<file path="src/rtl/spio_pkg.sv">
package spio_pkg;

    localparam int SPIO_PINS  = 4;
    localparam int SPIO_COS   = 2;
    localparam int SPIO_DW    = 8;
    localparam int SPIO_MODEW = 2;

    typedef enum logic [SPIO_MODEW-1:0] {
        PM_IN   = 2'b00,
        PM_GPO  = 2'b01,
        PM_CLKA = 2'b10,
        PM_CLKB = 2'b11
    } pin_mode_e;

    typedef struct packed {
        logic txc16;
        logic txc1;
        logic rxc16;
        logic rxc1;
        logic ct;
    } clk_src_t;

    typedef struct packed {
        logic [SPIO_DW-1:0]   ctrl;
        logic [SPIO_PINS-1:0] opr;
    } cfg_t;

endpackage

</file>
<file path="src/rtl/spio_cfg_regs.sv">
module spio_cfg_regs
    import spio_pkg::*;
(
    input  logic                 clk,
    input  logic                 rst_n,
    input  logic                 wr_en,
    input  logic                 wr_sel,
    input  logic [SPIO_DW-1:0]   wr_data,
    output logic [SPIO_DW-1:0]   ctrl_q,
    output logic [SPIO_PINS-1:0] opr_q
);

    cfg_t cfg_d, cfg_q;

    always_comb begin
        cfg_d = cfg_q;
        if (wr_en) begin
            if (wr_sel) cfg_d.opr  = wr_data[SPIO_PINS-1:0];
            else        cfg_d.ctrl = wr_data;
        end
    end

    always_ff @(posedge clk) begin
        if (!rst_n) cfg_q <= '0;
        else        cfg_q <= cfg_d;
    end

    assign ctrl_q = cfg_q.ctrl;
    assign opr_q  = cfg_q.opr;

    AST_CTRL_WRITE: assert property (@(posedge clk) disable iff (!rst_n)
        ($past(rst_n) && $past(wr_en) && !$past(wr_sel)) |-> (ctrl_q == $past(wr_data)));

    AST_OPR_WRITE: assert property (@(posedge clk) disable iff (!rst_n)
        ($past(rst_n) && $past(wr_en) && $past(wr_sel)) |-> (opr_q == $past(wr_data[SPIO_PINS-1:0])));

endmodule

</file>
<file path="src/rtl/spio_pin_drv.sv">
module spio_pin_drv
    import spio_pkg::*;
#(
    parameter int PIN    = 0,
    parameter bit ODD_CH = 1'b0
) (
    input  logic [SPIO_MODEW-1:0] mode,
    input  logic                  opr_bit,
    input  logic                  mr1_rts_en,
    input  logic                  rts_n,
    input  clk_src_t              src,
    output logic                  oe,
    output logic                  dout
);

    logic clk_a, clk_b, gpo_val;

    always_comb begin
        clk_a = 1'b0;
        clk_b = 1'b0;
        case (PIN)
            3: begin clk_a = src.txc16; clk_b = src.txc1;  end
            2: begin clk_a = src.rxc1;  clk_b = src.rxc16; end
            1: begin clk_a = ODD_CH ? src.ct : src.rxc16; clk_b = src.rxc1; end
            default: begin clk_a = src.txc1; clk_b = src.txc16; end
        endcase
    end

    always_comb begin
        if (PIN == 1 && mr1_rts_en && opr_bit) gpo_val = rts_n;
        else                                   gpo_val = opr_bit;
    end

    always_comb begin
        oe   = 1'b1;
        dout = 1'b0;
        case (pin_mode_e'(mode))
            PM_IN:   oe   = 1'b0;
            PM_GPO:  dout = gpo_val;
            PM_CLKA: dout = clk_a;
            PM_CLKB: dout = clk_b;
            default: oe   = 1'b0;
        endcase
    end

endmodule

</file>
<file path="src/rtl/spio_cos_det.sv">
module spio_cos_det #(
    parameter int STAGES = 2
) (
    input  logic clk,
    input  logic rst_n,
    input  logic pad,
    input  logic en,
    input  logic clr,
    output logic flag
);

    localparam int SW = (STAGES < 2) ? 2 : STAGES;

    typedef struct packed {
        logic [SW-1:0] sync;
        logic          prev;
        logic          flag;
    } cos_st_t;

    cos_st_t st_d, st_q;
    logic    edge_w;

    assign edge_w = st_q.sync[SW-1] ^ st_q.prev;

    always_comb begin
        st_d      = st_q;
        st_d.sync = {st_q.sync[SW-2:0], pad};
        st_d.prev = st_q.sync[SW-1];
        if (clr)          st_d.flag = 1'b0;
        if (edge_w && en) st_d.flag = 1'b1;
    end

    always_ff @(posedge clk) begin
        if (!rst_n) st_q <= '0;
        else        st_q <= st_d;
    end

    assign flag = st_q.flag;

    AST_COS_NEEDS_EN: assert property (@(posedge clk) disable iff (!rst_n)
        ($past(rst_n) && $rose(flag)) |-> $past(en));

    AST_COS_CLEAR: assert property (@(posedge clk) disable iff (!rst_n)
        (clr && !edge_w) |=> !flag);

endmodule

</file>
<file path="src/rtl/spio_pin_mux.sv">
module spio_pin_mux
    import spio_pkg::*;
#(
    parameter bit ODD_CH      = 1'b0,
    parameter bit PAIR_SECOND = 1'b0,
    parameter int SYNC_STAGES = 2
) (
    input  logic                 clk,
    input  logic                 rst_n,
    input  logic                 wr_en,
    input  logic                 wr_sel,
    input  logic [SPIO_DW-1:0]   wr_data,
    input  logic                 rd_en,
    output logic [SPIO_DW-1:0]   rd_data,
    input  logic                 mr1_rts_en,
    input  logic                 rts_n,
    input  logic                 txc16,
    input  logic                 txc1,
    input  logic                 rxc16,
    input  logic                 rxc1,
    input  logic                 ct_out,
    input  logic [SPIO_COS-1:0]  cos_en,
    output logic [SPIO_COS-1:0]  cos_flag,
    input  logic [SPIO_PINS-1:0] pad_in,
    output logic [SPIO_PINS-1:0] pad_oe,
    output logic [SPIO_PINS-1:0] pad_out,
    output logic                 tx_clk_ext,
    output logic                 rx_clk_ext,
    output logic                 cts_n_pad
);

    localparam int RD_BASE = PAIR_SECOND ? 0 : 2;

    logic [SPIO_DW-1:0]   ctrl_q;
    logic [SPIO_PINS-1:0] opr_q;
    clk_src_t             src;

    assign src = '{txc16: txc16, txc1: txc1, rxc16: rxc16, rxc1: rxc1, ct: ct_out};

    spio_cfg_regs u_regs (
        .clk     (clk),
        .rst_n   (rst_n),
        .wr_en   (wr_en),
        .wr_sel  (wr_sel),
        .wr_data (wr_data),
        .ctrl_q  (ctrl_q),
        .opr_q   (opr_q)
    );

    for (genvar p = 0; p < SPIO_PINS; p++) begin : g_pin
        spio_pin_drv #(.PIN(p), .ODD_CH(ODD_CH)) u_drv (
            .mode       (ctrl_q[SPIO_MODEW*p +: SPIO_MODEW]),
            .opr_bit    (opr_q[p]),
            .mr1_rts_en (mr1_rts_en),
            .rts_n      (rts_n),
            .src        (src),
            .oe         (pad_oe[p]),
            .dout       (pad_out[p])
        );
    end

    for (genvar c = 0; c < SPIO_COS; c++) begin : g_cos
        spio_cos_det #(.STAGES(SYNC_STAGES)) u_cos (
            .clk   (clk),
            .rst_n (rst_n),
            .pad   (pad_in[c]),
            .en    (cos_en[c]),
            .clr   (rd_en),
            .flag  (cos_flag[c])
        );
    end

    always_comb begin
        rd_data = '0;
        for (int p = 0; p < SPIO_PINS; p++) begin
            rd_data[RD_BASE + (p % 2) + 4 * (p / 2)] = pad_in[p];
        end
    end

    assign tx_clk_ext = pad_in[3];
    assign rx_clk_ext = pad_in[2];
    assign cts_n_pad  = pad_in[0];

    AST_RTS_GATE: assert property (@(posedge clk) disable iff (!rst_n)
        ((ctrl_q[3:2] == PM_GPO) && (pad_out[1] != opr_q[1])) |-> (mr1_rts_en && opr_q[1]));

    AST_IN_NO_DRIVE: assert property (@(posedge clk) disable iff (!rst_n)
        ($past(rst_n) && $past(wr_en) && !$past(wr_sel) && ($past(wr_data[1:0]) == PM_IN)) |-> !pad_oe[0]);

endmodule

</file>
<file path="config.mk">
export PLATFORM = sky130hd
export DESIGN_NAME = spio_pin_mux
export DESIGN_NICKNAME = d
export VERILOG_FILES = /design/src/rtl/spio_pkg.sv /design/src/rtl/spio_cfg_regs.sv /design/src/rtl/spio_pin_drv.sv /design/src/rtl/spio_cos_det.sv /design/src/rtl/spio_pin_mux.sv
export SDC_FILE = /design/constraint.sdc
export NUM_CORES = 1
export LEC_CHECK = 0
export ABC_AREA = 1
export BUFFER_PORTS_ARGS = -buffer_cell sky130_fd_sc_hd__buf_2
export CORE_MARGIN = 8
export CORE_UTILIZATION = 45
export DETAILED_ROUTE_END_ITERATION = 7
export PLACE_DENSITY = 0.8
export SLEW_MARGIN = 5
export SYNTH_ARGS = -nofsm -noshare
export SYNTH_HDL_FRONTEND = slang
export SYNTH_HIERARCHICAL = 1
export SYNTH_SLANG_ARGS = --single-unit
</file>
<file path="constraint.sdc">
create_clock -name clk -period 1.7 [get_ports clk]
set_input_delay 0.34 -clock clk [delete_from_list [all_inputs] [get_ports clk]]
set_output_delay 0.34 -clock clk [all_outputs]
set_load 0.005 [all_outputs]
</file>
==> results of run 1 <==
==> how the worst max path moves through the flow <==
stage	startpoint	cells after the start	slack (ps)	to
6_report	u_regs/ctrl_q[3]	2	310	pad_oe[1]
5_1_grt	u_regs/ctrl_q[2]	5	160	pad_out[1]
4_1_cts	u_regs/ctrl_q[3]	2	300	pad_oe[1]
3_5_place_dp	wr_en	5	540	u_regs/ctrl_q[3]
3_3_place_gp	wr_en	5	550	u_regs/ctrl_q[2]
2_1_floorplan	u_regs/ctrl_q[3]	1	760	pad_oe[1]
==> tightest hold or removal path, cell delays in order <==
cell and delay [ps]:
buf_2 80, nand2_1 40, inv_1 40
==> cells by family after synthesis <==
kind of cell | Yosys count | share of synthesized area (%)
compound gates | 10 | 5.69
simple gates | 76 | 32.6
buf+inv | 47 | 21.8
other cells | 1 | 0.371
flops | 20 | 39.6
==> state kept, by name, summed over array words and instances, names as in the netlist <==
register / count
u_regs/ctrl_q: 8
g_cos.u_cos/st_d: 4
u_regs/opr_q: 4
g_cos.u_cos/flag: 2
g_cos.u_cos/st_q: 2
==> power groups by stage <==
stage                     Clock [mW]  Sequential (mW)  Combinational, mW
after floorplan                    0            0.520              0.101
after global placement             0            0.524              0.142
after detailed placement           0            0.525              0.144
after CTS                      0.221            0.514              0.145
after global routing           0.242            0.518              0.167
final                          0.208            0.513              0.143
==> Yosys cell counts <==
library cell / count / share of area [%]
inv_1: 33 / 12
nand3_1: 21 / 10
buf_4: 11 / 8.2
or2_2: 1 / 0.62
a21oi_1: 4 / 2.0
dfxtp_1: 20 / 40
inv_2: 1 / 0.37
conb_1: 1 / 0.37
nand3_2: 2 / 2.0
a21oi_2: 2 / 1.7
nand2_1: 30 / 11
nor2_1: 21 / 7.8
o21ai_0: 4 / 2.0
buf_2: 2 / 0.99
nor2_2: 1 / 0.62
==> layout by cell type (no fill, tap or decap) <==
cell and n:
conb_1 4, nor2_2 1, dfxtp_1 20, or2_2 1, clkbuf_4 3, inv_1 33
nor2_1 21, nand3_1 21, o21ai_0 4, inv_2 1, a21oi_2 2, a21oi_1 4
nand3_2 2, nand2_1 30, buf_2 35
==> metal layers <==
metal / share of wire, % / vias up / wire [um] / GRT usage [%]
met5: 0 / - / 0 / 0
met4: 0.52 / 0 / 10 / 1.95
met3: 9.8 / 2 / 189 / 5.65
met2: 42 / 27 / 820 / 16.6
met1: 47 / 381 / 915 / 10.4
li1: - / 507 / - / -
==> cell type report <==
type                            count  share of cell area, %
Multi-Input combinational cell     90                   34.6
Sequential cell                    20                   34.4
Timing Repair Buffer               35                   15.1
Inverter                           34                   11.0
Tap cell                           28                   3.01
Clock buffer                        3                   1.94
==> metrics, run 1 <==
CP max stage cell=dfxtp_1; slowest cell delay on critical path=350 ps; Sw Ratio=25.7%; std cell rows=17; post-DR wirelength/cell=9.22 um; dpl ws=538 ps; crit path DAT=1050 ps; Mapped Area=1010 um2; Final #Nets=210; Final Hold Fails=0; Yosys warning count=6; crit path cell chain=or2_2 > buf_2; drt initial violations=14; Non-Filler Instances=210; maxcap violations=0; post-CTS setup buffer count=0; clock slew at reported path FFs=100 ps; vias per cell=4.37; Detail Route Antenna Nets=0; total negative slack=0 ps; number of I/O port buffers=35; DRT Pass-1 Iters=4; WP buf/inv=1; Mean Syn Cell Area=6.56 um2; Ports=47; post-placement cell area=1140 um2; Final Critical Period=1390 ps; post-cts resize count=0; vias in the first global route=858; Flop pwr share=59.4%; RSZ-0062 raised after global routing=no; drc violations=0; post-synthesis sequential area ratio=39.6%; r2r setup slk=1010 ps; max-slew violations=0; PnR worst setup slack=313 ps; GRT Overall Usage=9.83%; Final Hold Slack=246 ps; HP Class=in -> reg; Hold Path End=g_cos[1].u_cos/st_d[3]; placed cell count=207; final wirelength=1.94 mm; Tcrit/Tclk final=81.6%; Int Pwr=0.642 mW; GRT overflow=0; Cells after Synth=154; fillers=233; CTS Root Cell=clkbuf_4; Worst-Skew Late Latency=290 ps; Max IR drop VDD=0.516 mV; Hold Crit Start=pad_in[1]; worst reg2reg startpoint=g_cos[0].u_cos/st_d[1]; Startpoint Class=register; Max clock buf depth=2; status=complete, no violations; Antenna Cells=0; via count of the routed design=917; CP top delay family=flip-flops; cts hold-fix bufs=0; core footprint=2170 um2; Total Power=0.864 mW; NetSw=0.222 mW; CTS buffer count=3; CP endpoint kind=output pin; FF+latch area=400 um2; synth unique cells=15; Clock Skew=1.06 ps; CP max FO=4; final setup fails=0; combinational power share=16.6%; Placer Congestion=0.737; PwrDens=743 nW/um2; share of the core filled with cells=53.6%; area added between synthesis and finish=15.0%; initial antenna violation count=0; H-Tree Depth=1; Clock Power Share=24.0%; CP required=1360 ps; CTS tree=built; Die Ht=63.4 um; Post-Layout Inst Area=1160 um2; clock sinks=20; area of the multi-input gates=402 um2; Max Freq=0.721 GHz; CP Class=reg -> out; Synth Register Bits=20; leakage=0.678 nW; WHS Path Cells=3; DPL Wire Length=1.54 mm; share of cells above drive strength 1=24.7%; initial core utilization=46.6%; Die W=63.4 um; first-pass GRT wire length=3.39 mm; reg-to-reg endpoint=g_cos[0].u_cos/flag; cell depth of the worst flop-to-flop path=4; die area=4020 um2; largest net degree at the start of global routing=21
Note: power is estimated with default switching activity, not from simulation.
==> run 2, diff against run 1 <==
==> constraint.sdc (replaced) <==
create_clock -name clk -period 1.31 [get_ports clk]
set_input_delay 0.262 -clock clk [delete_from_list [all_inputs] [get_ports clk]]
set_output_delay 0.262 -clock clk [all_outputs]
set_load 0.005 [all_outputs]
==> metrics, run 2 (synthesis results as in run 1) <==
status=complete, no violations; core footprint=2170 um2 (unchanged); CTS Root Cell=clkbuf_4; Max IR drop VDD=0.606 mV (+18%); CP Class=reg -> out; initial core utilization=46.6% (unchanged); Final Hold Slack=151 ps (-94.9 ps); most frequent cells in the layout=35 x buf_2, 29 x inv_1, 29 x nand2_1; first-pass GRT wire length=3.37 mm (-0.59%); number of I/O port buffers=35 (unchanged); final wirelength=2.11 mm (+8.9%); maxcap violations=0 (unchanged); HP Class=in -> reg; post-placement cell area=1140 um2 (unchanged); Final Critical Period=1280 ps; Non-Filler Instances=211 (+0.48%); area added between synthesis and finish=20.0%; leakage=0.695 nW (+2.6%); share of cells above drive strength 1=34.4% (+9.7 points); drt initial violations=31 (+17); initial antenna violation count=0 (unchanged); Die Ht=63.4 um (unchanged); PwrDens=1010 nW/um2 (+36%); GRT overflow=0 (unchanged); clock slew at reported path FFs=120 ps (+20 ps); Final Hold Fails=0 (unchanged); placed cell count=207 (unchanged); Tcrit/Tclk final=98.0%; Clock Skew=8.75 ps (+7.69 ps); H-Tree Depth=1 (unchanged); post-DR wirelength/cell=10.0 um (+8.4%); CP required=1050 ps (-310 ps); final setup fails=0 (unchanged); CP max FO=5 (+1); Placer Congestion=0.696 (-5.5%); max-slew violations=0 (unchanged); max FFs per register=8 (unchanged); RSZ-0062 raised after global routing=yes; Total Power=1.22 mW (+42%); Max clock buf depth=2 (unchanged); CTS buffer count=3 (unchanged); Antenna Cells=0 (unchanged); via count of the routed design=937 (+2.2%); Max Freq=0.779 GHz; clock sinks=20 (unchanged); share of the core filled with cells=55.9% (+2.4 points); CP endpoint kind=output pin; DRT Pass-1 Iters=4 (unchanged); die area=4020 um2 (unchanged); vias per cell=4.44 (+1.7%); post-CTS setup buffer count=0 (unchanged); Die W=63.4 um (unchanged); Detail Route Antenna Nets=0 (unchanged); drc violations=0 (unchanged); DPL Wire Length=1.57 mm (+1.9%); most common cell after layout, fill and taps aside=buf_2; largest net degree at the start of global routing=21 (unchanged); Startpoint Class=register; Ports=47 (unchanged); Final #Nets=210 (unchanged); std cell rows=17 (unchanged); Worst-Skew Late Latency=300 ps (about the same); CTS tree=built; GRT Overall Usage=9.91% (+0.072 points); crit path DAT=1020 ps (-30 ps); cts hold-fix bufs=0 (unchanged); vias in the first global route=837 (-2.4%); Post-Layout Inst Area=1210 um2 (+4.4%)
## run 2: changes by cell type in the layout (fill, tap and decap cells not counted), moves of 2 or more
cell     delta
dfxtp_2     +6
dfxtp_1     -8
inv_1       -4
nand3_1     -3
dfxtp_4     +2
nand3_2     +3
inv_2       +4
## run 2: path summary, 6_finish.rpt
kind                                             start                      to  slack [ps]  cells after the start
worst max-delay path                  u_regs/ctrl_q[2]               pad_oe[1]          30                      2
worst min-delay path                         pad_in[0]  g_cos[0].u_cos/st_d[3]         150                      3
worst max register to register  g_cos[0].u_cos/st_d[1]     g_cos[0].u_cos/flag         620                      4
worst min register to register  g_cos[1].u_cos/st_d[3]  g_cos[1].u_cos/st_d[1]         420                      2
## run 2: final cells by class
type                    instances  area, um2
flip-flops and latches         20        415
well taps                      28       35.0
multi-input cells              90        424
inverters                      34        128
repair buffers                 35        175
fillers                       210        956
clock buffers                   4       36.3
## run 2: report_power, final
part           internal [mW]  total (mW)  leakage, nW  switching, mW
registers              0.644       0.672        0.168         0.0288
clock network          0.170       0.359       0.0210          0.189
logic                 0.0886       0.193        0.506          0.104
total                  0.902        1.22        0.695          0.322
## run 2: worst max-delay path, cell delays in order (launching register included)
cell and delay, ps:
dfxtp_4 380, or2_4 220, buf_2 120
## run 2: layer usage
metal / share of wire, % / GRT usage [%]
met2: 46 / 15.8
met3: 8.4 / 4.24
met4: 1.8 / 5.29
met1: 44 / 10.8
met5: 0 / 0
## run 2: stage by stage
| step | TNS (ps) | worst slack [ps] |
|---|---|---|
| global placement | 0 | 236 |
| detailed placement | 0 | 215 |
| finish | 0 | 26.8 |
| floorplan | 0 | 450 |
| CTS | 0 | 2.49 |
| global route | -90.7 | -63.2 |
## run 2: repair_timing
item / in CTS / in global routing
pin swaps: 0 / 1
setup endpoints to repair: 2 / 4
resized for setup: 3 / 17
==> run 3, diff against run 2 <==
--- a/config.mk
+++ b/config.mk
@@ -5,12 +5,12 @@
 export SDC_FILE = /design/constraint.sdc
 export NUM_CORES = 1
 export LEC_CHECK = 0
-export ABC_AREA = 1
+export ABC_AREA = 0
 export BUFFER_PORTS_ARGS = -buffer_cell sky130_fd_sc_hd__buf_2
 export CORE_MARGIN = 8
 export CORE_UTILIZATION = 45
 export DETAILED_ROUTE_END_ITERATION = 7
-export PLACE_DENSITY = 0.8
+export PLACE_DENSITY = 0.81
 export SLEW_MARGIN = 5
 export SYNTH_ARGS = -nofsm -noshare
 export SYNTH_HDL_FRONTEND = slang
==> constraint.sdc (replaced) <==
create_clock -name clk -period 1.55 [get_ports clk]
set_input_delay 0.31 -clock clk [delete_from_list [all_inputs] [get_ports clk]]
set_output_delay 0.31 -clock clk [all_outputs]
set_load 0.005 [all_outputs]
==> metrics, run 3 <==
CP max stage cell=dfxtp_2; number of I/O port buffers=35 (unchanged); drt initial violations=20 (-35%); most common cell after layout, fill and taps aside=buf_2; std cell rows=16 (-1); violated checks=negative setup slack; Max clock buf depth=2 (unchanged); crit path cell chain=mux2_4 > a32o_1 > buf_2; max-slew violations=0 (unchanged); dpl ws=222 ps (+7.22 ps); CP endpoint kind=output pin; Die Ht=61.6 um (-2.8%); Worst-Skew Late Latency=290 ps (about the same); DRT Pass-1 Iters=2 (-2); H-Tree Depth=1 (unchanged); placed cell count=152 (-27%); Antenna Cells=0 (unchanged); Final Critical Period=1580 ps; Mean Syn Cell Area=9.28 um2 (+41%); post-synth top area share=42.7% (+3.1 points); fillers=191 (-9.0%); WP buf/inv=1 (unchanged); Detail Route Antenna Nets=0 (unchanged); cell taking the most area after synthesis=dfxtp_1; Non-Filler Instances=157 (-26%); HP Class=in -> reg; die area=3800 um2 (-5.5%); Synth Register Bits=20 (unchanged); synth cell count leaders=25 x nand2_1, 20 x dfxtp_1, 18 x mux2i_1, 12 x buf_4, 5 x and2_1; post-DR wirelength/cell=12.1 um (+21%); RSZ-0062 raised after global routing=yes; post-placement cell area=1060 um2 (-7.0%); most frequent cell after synthesis=nand2_1; Top FF cell, synth=dfxtp_1; leakage=0.523 nW (-25%); final setup fails=1 (+1); Final Hold Slack=230 ps (+79.8 ps); number of enable flip-flop cells after synthesis=0 (unchanged); first-pass GRT wire length=2.97 mm (-12%); largest net degree at the start of global routing=31 (+48%); CTS tree=built; via count of the routed design=725 (-23%); FF+latch area=402 um2 (-3.3%); clock sinks=20 (unchanged); Post-Layout Inst Area=1110 um2 (-8.7%); vias per cell=4.62 (+4.0%); Clock Skew=0.837 ps (-7.91 ps); clock slew at reported path FFs=110 ps (about the same); initial antenna violation count=0 (unchanged); async set-reset flop share out of synthesis=0% (unchanged); DPL Wire Length=1.47 mm (-6.4%); slowest cell delay on critical path=360 ps (-20 ps); top post-synthesis cells by area=dfxtp_1 43%, mux2i_1 19%, nand2_1 10%; maxcap violations=0 (unchanged); Ports=47 (unchanged); CP Class=reg -> out; GRT overflow=0 (unchanged); Tcrit/Tclk final=102%; vias in the first global route=736 (-12%); synth unique cells=17 (+2); initial core utilization=47.8% (+1.2 points); GRT Overall Usage=10.6% (+0.66 points); Final Hold Fails=0 (unchanged); area added between synthesis and finish=18.3%; Yosys warning count=6 (unchanged); total negative slack=-33.9 ps (-33.9 ps); post-synthesis sequential area ratio=42.7% (+3.1 points); Startpoint Class=register; PnR worst setup slack=-33.9 ps (-60.8 ps); drc violations=0 (unchanged); PwrDens=887 nW/um2 (-12%); CP top delay family=flip-flops; Max Freq=0.631 GHz; core footprint=1960 um2 (-9.6%); most frequent cells in the layout=35 x buf_2, 25 x nand2_1, 19 x dfxtp_1; max FFs per register=8 (unchanged); final wirelength=1.90 mm (-10%); status=finished with violations; share of cells above drive strength 1=37.7% (+3.3 points); Cells after Synth=101 (-34%); Max IR drop VDD=0.603 mV (-0.59%); Mapped Area=937 um2 (-7.3%); Final #Nets=157 (-25%); CTS buffer count=3 (unchanged); CP max FO=2 (-3); CP required=1240 ps (+190 ps); CTS Root Cell=clkbuf_4; Placer Congestion=0.717 (+3.0%); crit path DAT=1270 ps (+250 ps); area of the multi-input gates=447 um2 (+5.3%); Die W=61.6 um (-2.8%)
run 3: power by group:
group | switching [mW] | total [mW] | internal (mW)
sequential | 0.0157 | 0.554 | 0.538
combinational | 0.0594 | 0.135 | 0.0752
clock | 0.151 | 0.294 | 0.143
run 3: final timing paths:
path / to / slack (ps) / cells after the start / startpoint
min: g_cos[1].u_cos/st_d[3] / 230 / 2 / pad_in[1]
max: pad_out[1] / -30 / 3 / u_regs/ctrl_q[2]
min reg2reg: g_cos[1].u_cos/st_d[1] / 450 / 1 / g_cos[1].u_cos/st_d[3]
max reg2reg: u_regs/ctrl_q[2] / 820 / 3 / u_regs/ctrl_q[2]
run 3: layer usage:
metal	vias to the layer above	global-route usage (%)	part of all wire, %
met3	2	2.71	9.9
met5	-	0	0
met1	323	11.6	41
met4	0	5.84	0.68
li1	373	-	-
met2	27	18.0	48
run 3: cells by family (layout without fill, tap and decap cells):
| group | count (synthesis) | in the layout | synth area share [%] |
|---|---|---|---|
| buffers and inverters | 15 | 41 | 11.2 |
| muxes | 19 | 19 | 20.4 |
| DFF | 20 | 20 | 42.7 |
| and+or+nand+nor | 41 | 41 | 21.2 |
| other | 1 | 4 | 0.400 |
| xor gates and xnor gates | 2 | 2 | 1.87 |
| AOI/OAI and AO/OA | 3 | 3 | 2.14 |
run 3: cell type report:
cell class              instances  share of cell area [%]
flip-flops and latches         20                    36.2
clock buffers                   4                    3.27
well taps                      27                    3.05
multi-input cells              69                    40.3
repair buffers                 37                    17.2
run 3: through the flow:
stage	power, mW	utilization [%]
2_1_floorplan	0.658	-
3_3_place_gp	0.692	54.0
3_5_place_dp	0.697	54.0
4_1_cts	0.995	56.5
5_1_grt	1.03	56.5
6_report	0.983	56.5
run 3: worst reg2reg max path, stage by stage, from the launching register on:
cell	delay, ps
dfxtp_2	360
buf_4	110
nand2_1	40
mux2i_1	150
run 3: timing repair:
item	in CTS	in global routing
buffers inserted	1	0
pin swaps	0	0
endpoints found under the hold margin	0	0
endpoints found under the setup margin	1	1
cloned	0	0
resized for setup	2	0
hold buffers	0	0
